`src/rtl/lcs_pkg.sv`:
```
package lcs_pkg;
  parameter int ARITH_W   = 32;
  parameter int PCLK_W    = 32;
  parameter int BPC_W     = 5;
  parameter int RATE_W    = 8;
  parameter int LANE_W    = 3;
  parameter int LINK_UNIT = 270000;
  parameter int RATE_LO   = 6;
  parameter int RATE_HI   = 10;
  parameter int RATE_STEP = 4;

  typedef enum logic [2:0] {
    ST_IDLE,
    ST_CALC,
    ST_SRCH,
    ST_DOWN
  } lcs_state_t;

  // Stream payload in kB/s, 32-bit wrap, truncating divide by 8
  function automatic logic [ARITH_W-1:0] payload_kbs(
    input logic [PCLK_W-1:0] pclk,
    input logic [BPC_W-1:0]  bpc
  );
    logic [ARITH_W-1:0] bits;
    logic [ARITH_W-1:0] prod;
    bits = ARITH_W'(bpc) * ARITH_W'(3);
    prod = ARITH_W'(pclk) * bits;
    return prod >> 3;
  endfunction

  // Per-lane capacity in kB/s after line coding overhead
  function automatic logic [ARITH_W-1:0] lane_cap_kbs(
    input logic [RATE_W-1:0] rate
  );
    logic [ARITH_W-1:0] raw;
    raw = ARITH_W'(LINK_UNIT) * ARITH_W'(rate);
    return raw / ARITH_W'(10);
  endfunction
endpackage

```
`src/rtl/lcs_payload.sv`:
```
module lcs_payload
  import lcs_pkg::*;
(
  input  logic               clk,
  input  logic               rst_n,
  input  logic               load,
  input  logic [PCLK_W-1:0]  pclk,
  input  logic [BPC_W-1:0]   bpc,
  output logic [ARITH_W-1:0] payload
);
  always_ff @(posedge clk) begin
    if (!rst_n) payload <= '0;
    else if (load) payload <= payload_kbs(pclk, bpc);
  end
endmodule

```
`src/rtl/lcs_cap.sv`:
```
module lcs_cap
  import lcs_pkg::*;
(
  input  logic [RATE_W-1:0]  rate,
  input  logic [LANE_W-1:0]  lanes,
  output logic [ARITH_W-1:0] total
);
  logic [ARITH_W-1:0] per_lane;
  always_comb begin
    per_lane = lane_cap_kbs(rate);
    total    = per_lane * ARITH_W'(lanes);
  end
endmodule

```
`src/rtl/lcs_ctrl.sv`:
```
module lcs_ctrl
  import lcs_pkg::*;
(
  input  logic               clk,
  input  logic               rst_n,
  input  logic               start,
  input  logic               op,
  input  logic [LANE_W-1:0]  max_lanes,
  input  logic [RATE_W-1:0]  max_rate,
  input  logic [ARITH_W-1:0] payload,
  input  logic [ARITH_W-1:0] cur_total,
  input  logic [ARITH_W-1:0] new_total,
  output logic               accept_start,
  output logic [RATE_W-1:0]  rate_q,
  output logic [LANE_W-1:0]  lane_q,
  output logic [RATE_W-1:0]  nrate,
  output logic [LANE_W-1:0]  nlane,
  output logic [LANE_W-1:0]  maxl_q,
  output logic               busy,
  output logic               done,
  output logic               bw_short,
  output logic               shift_ok,
  output logic               dn_eval,
  output logic               dn_accept
);
  localparam logic [RATE_W-1:0] R_LO   = RATE_W'(RATE_LO);
  localparam logic [RATE_W-1:0] R_HI   = RATE_W'(RATE_HI);
  localparam logic [RATE_W-1:0] R_STEP = RATE_W'(RATE_STEP);

  lcs_state_t        state;
  logic              op_q;
  logic [RATE_W-1:0] maxr_q;
  logic              in_window;
  logic [LANE_W:0]   lane_dbl;
  logic              covers;
  logic              no_wider;

  assign accept_start = start && (state == ST_IDLE);
  assign busy         = (state != ST_IDLE);
  assign dn_eval      = (state == ST_DOWN);

  always_comb begin
    in_window = (rate_q > R_LO) && (rate_q <= R_HI);
    nrate     = rate_q - R_STEP;
    nlane     = (lane_q >= LANE_W'(1) && lane_q < maxl_q) ? (lane_q << 1) : lane_q;
    dn_accept = in_window && (new_total > payload);
    lane_dbl  = {1'b0, lane_q} << 1;
    covers    = (cur_total >= payload);
    no_wider  = (lane_dbl > {1'b0, maxl_q});
  end

  always_ff @(posedge clk) begin
    if (!rst_n) begin
      state    <= ST_IDLE;
      op_q     <= 1'b0;
      maxl_q   <= '0;
      maxr_q   <= '0;
      rate_q   <= '0;
      lane_q   <= '0;
      done     <= 1'b0;
      bw_short <= 1'b0;
      shift_ok <= 1'b0;
    end else begin
      done <= 1'b0;
      unique case (state)
        ST_IDLE: begin
          if (start) begin
            op_q   <= op;
            maxl_q <= max_lanes;
            maxr_q <= max_rate;
            state  <= ST_CALC;
          end
        end
        ST_CALC: begin
          if (!op_q) begin
            rate_q   <= maxr_q;
            lane_q   <= LANE_W'(1);
            shift_ok <= 1'b0;
            state    <= ST_SRCH;
          end else begin
            state <= ST_DOWN;
          end
        end
        ST_SRCH: begin
          if (covers) begin
            bw_short <= 1'b0;
            done     <= 1'b1;
            state    <= ST_IDLE;
          end else if (no_wider) begin
            lane_q   <= maxl_q;
            bw_short <= 1'b1;
            done     <= 1'b1;
            state    <= ST_IDLE;
          end else begin
            lane_q <= lane_dbl[LANE_W-1:0];
          end
        end
        ST_DOWN: begin
          if (dn_accept) begin
            rate_q   <= nrate;
            lane_q   <= nlane;
            bw_short <= 1'b0;
          end
          shift_ok <= dn_accept;
          done     <= 1'b1;
          state    <= ST_IDLE;
        end
        default: state <= ST_IDLE;
      endcase
    end
  end
endmodule

```
`src/rtl/link_cfg_sel.sv`:
```
module link_cfg_sel
  import lcs_pkg::*;
(
  input  logic               clk,
  input  logic               rst_n,
  input  logic               start,
  input  logic               op,
  input  logic [PCLK_W-1:0]  pclk_khz,
  input  logic [BPC_W-1:0]   bpc,
  input  logic [LANE_W-1:0]  max_lanes,
  input  logic [RATE_W-1:0]  max_rate,
  output logic               busy,
  output logic               done,
  output logic [RATE_W-1:0]  rate_code,
  output logic [LANE_W-1:0]  lane_cnt,
  output logic               bw_short,
  output logic               shift_ok
);
  logic               accept_start;
  logic [ARITH_W-1:0] payload;
  logic [ARITH_W-1:0] cur_total;
  logic [ARITH_W-1:0] new_total;
  logic [RATE_W-1:0]  nrate;
  logic [LANE_W-1:0]  nlane;
  logic [LANE_W-1:0]  maxl_q;
  logic               dn_eval;
  logic               dn_accept;

  lcs_payload u_pay (
    .clk(clk), .rst_n(rst_n), .load(accept_start),
    .pclk(pclk_khz), .bpc(bpc), .payload(payload)
  );

  lcs_cap u_cap_cur (.rate(rate_code), .lanes(lane_cnt), .total(cur_total));
  lcs_cap u_cap_new (.rate(nrate), .lanes(nlane), .total(new_total));

  lcs_ctrl u_ctrl (
    .clk(clk), .rst_n(rst_n), .start(start), .op(op),
    .max_lanes(max_lanes), .max_rate(max_rate), .payload(payload),
    .cur_total(cur_total), .new_total(new_total),
    .accept_start(accept_start), .rate_q(rate_code), .lane_q(lane_cnt),
    .nrate(nrate), .nlane(nlane), .maxl_q(maxl_q),
    .busy(busy), .done(done), .bw_short(bw_short), .shift_ok(shift_ok),
    .dn_eval(dn_eval), .dn_accept(dn_accept)
  );
endmodule

```
`config.mk`:
```
export PLATFORM = sky130hd
export DESIGN_NAME = link_cfg_sel
export DESIGN_NICKNAME = d
export VERILOG_FILES = /design/src/rtl/lcs_pkg.sv /design/src/rtl/lcs_payload.sv /design/src/rtl/lcs_cap.sv /design/src/rtl/lcs_ctrl.sv /design/src/rtl/link_cfg_sel.sv
export SDC_FILE = /design/constraint.sdc
export NUM_CORES = 1
export LEC_CHECK = 0
export CORE_ASPECT_RATIO = 1.4
export CORE_UTILIZATION = 30
export DETAILED_ROUTE_END_ITERATION = 7
export HOLD_SLACK_MARGIN = 0.08
export PLACE_DENSITY_LB_ADDON = 0.3
export SYNTH_ARGS = -nofsm -noshare
export SYNTH_HDL_FRONTEND = slang
export SYNTH_SLANG_ARGS = --single-unit
```
`constraint.sdc`:
```
create_clock -name clk -period 21.1 [get_ports clk]
set_input_delay 4.22 -clock clk [delete_from_list [all_inputs] [get_ports clk]]
set_output_delay 4.22 -clock clk [all_outputs]
set_load 0.03 [all_outputs]
```
==> reports/qor.txt <==
Final ANT Viol Nets: 0
CP Launch Type: flop
PortBufs: 66
layout cells sized above 1: 14.4%
max-cap viol count: 0
minimum clock period: 20070 ps
Hold Vio Cnt, Final: 0
Starting Density: 30.4%
Rows: 124
HPWL after DPL: 61700 microns
DRC viols: 0
register clock-pin slew on the reported worst setup and hold paths: 50 ps
ys async rst share: 0%
largest net degree at the start of global routing: 56
most common library cells after synthesis: nand2_1, inv_1, ha_1
arrival time at the worst endpoint: 20270 ps
placed cell area: 0.0274 sq mm
Clk Latency, worst-skew pair: 360 ps
TritonCTS clock tree: yes
Post-synth EDFFs: 0
CP max-delay cell: or4_4
routability congestion estimate: 0.877
status: complete, no violations
Iteration-0 DRC Markers: 1280
Routed wire per std cell: 17.0 microns
GRT Total Usage: 17.9%
TritonCTS buffer count: 9
Max Fclk: 49.8 MHz
htree depth: 3
fin crit share: 95.1%
Setup crit start: u_ctrl.rate_q[2]
top_reg_cell synth: dfxtp_1
reg-to-reg endpoint: u_ctrl.rate_q[3]
top cell type by total area after synthesis: fa_1
first-pass GRT wire length: 124000 microns
DR pass1 iterations: 6
instance count of the mapped netlist: 3322
crit path kind: reg -> reg
top-count cell post-synth: nand2_1
Post-Syn Area: 0.0249 sq mm
Area Overhead vs Synth: 16.6%
Worst Path Required: 21300 ps
Total Nets Final: 3979
Final Cell Area: 0.0290 sq mm
#FFs+latches synth: 57
Critical Path End: u_ctrl.rate_q[3]
Worst Path Max Fanout: 11
Min-Delay Path Class: reg -> reg
Die X: 245 microns
vias in the first global route: 23927
Final Max Tran Viols: 0
Detailed Route WL: 76600 microns
clk buf depth: 2
Avg Inst Size Synth: 7.50 sq um
CTS Hold Bufs: 0
post-synthesis sequential area ratio: 4.58%
Syn Nets: 3864
clock skew: 11.5 ps
Ys Warns: 0
clk sink count: 57
worst reg2reg startpoint: u_ctrl.rate_q[2]
die area: 0.0842 sq mm
Worst Reg-to-Reg Cells: 98
vias per cell: 5.36
routed vias: 24197
Synth cell types: 135
Worst-Margin Slew: 1120 ps
Final setup viols: 0
DIE HEIGHT: 343 microns
Critical Path Max Stage Delay: 570 ps
Area contributors post-synth: fa_1, ha_1, nand2_1
crit end category: flop
Core Region: 0.0819 sq mm
root buffer cell: clkbuf_16
flop2flop setup slack: 1030 ps
initial antenna violation count: 3
Rel. slew slack: 25.0%
total gr overflow: 0
area share of the largest cell type after synthesis: 17.9%
io pins: 67
## cell usage in the layout (no fill, tap or decap), types with 32 or more instances in the layout
cell type and n:
xnor2_1 117, clkdlybuf4s50_1 66, a21o_1 42, xor2_1 44
nand2b_1 32, nand2_1 511, o211ai_1 34, nor3_1 55
nand3_1 70, a21oi_2 34, a211oi_1 35, ha_1 258
dfxtp_1 57, fa_1 223, o21ai_0 92, o21bai_1 67
nor2_1 144, nand4_1 45, and2_1 57, a21oi_1 203
inv_1 416, buf_4 183
## worst max-delay path: cells and delay by family (launching register included)
family / cells / cell delay [ps]
adder cells (fa/ha/maj): 11 / 4000
flip-flops: 1 / 350
AND/OR/NAND/NOR: 26 / 5030
AO/OA/AOI/OAI: 44 / 7770
XOR/XNOR: 4 / 1060
buffers and inverters: 13 / 1630
## timing repair
item | 4_1_cts | 5_1_grt
gates cloned | 0 | 1
setup endpoints to repair | 9 | 13
buffers inserted | 0 | 30
gates resized for setup | 4 | 216
pin swaps | 0 | 63
## per-stage QoR
step | util, % | hold WS [ps] | worst slack (ps) | cells | setup TNS, ps
finish | 35.4 | 448 | 1030 | 4515 | 0
global route | 35.4 | 470 | -111 | 4513 | -684
CTS | 33.8 | 450 | 10.8 | 4482 | 0
detailed placement | 33.4 | 445 | -150 | 4466 | -566
global placement | 33.4 | 438 | -38.2 | 4466 | -72.5
floorplan | - | 432 | 57.0 | 3322 | 0
## registers in the layout, indices dropped and copies added, names as in the netlist
register / flops
u_pay.payload: 29
u_ctrl.lane_q: 3
u_ctrl.maxl_q: 3
u_ctrl.state: 2
u_ctrl.done: 1
u_ctrl.rate_q: 8
u_ctrl.shift_ok: 1
u_ctrl.bw_short: 1
u_ctrl.op_q: 1
u_ctrl.maxr_q: 8
## metal layers
layer / share of wire, % / track usage [%] / vias to the layer above / wire (microns)
li1: - / - / 11818 / -
met1: 42 / 21.2 / 11647 / 32000
met2: 52 / 33.4 / 582 / 39600
met3: 3.3 / 1.59 / 144 / 2510
met4: 3.2 / 6.03 / 6 / 2470
met5: 0.060 / 0 / - / 46
## worst min path at each step
stage / end / depth (start not counted) / slack, ps / start
5_1_grt: u_pay.payload[4] / 2 / 470 / u_pay.payload[4]
3_3_place_gp: u_pay.payload[4] / 2 / 440 / u_pay.payload[4]
3_5_place_dp: u_pay.payload[4] / 2 / 440 / u_pay.payload[4]
6_report: u_pay.payload[4] / 2 / 450 / u_pay.payload[4]
2_1_floorplan: u_pay.payload[10] / 2 / 430 / u_pay.payload[10]
4_1_cts: u_pay.payload[4] / 2 / 450 / u_pay.payload[4]
## cell type report
class | count | area (sq um)
fillers | 8687 | 52900
multi-input cells | 2686 | 22500
repair buffers | 258 | 2140
inverters | 425 | 1600
well taps | 1071 | 1340
flip-flops and latches | 57 | 1140
clock buffers | 10 | 239
clock inverters | 6 | 57.6
diodes | 2 | 5.00
## kinds of logic after synthesis
logic type / count (synthesis) / synth area share [%]
AND/OR/NAND/NOR: 1098 / 20.9
AO/OA/AOI/OAI: 875 / 25.3
buffers and inverters: 579 / 9.39
adder cells (fa/ha/maj): 493 / 31.5
XOR/XNOR: 175 / 6.34
flip-flops: 57 / 4.58
multiplexers: 45 / 2.01
Power is left out: the tool's default activity adds up to more than one toggle a clock period on the data nets, which glitch-free logic cannot reach.
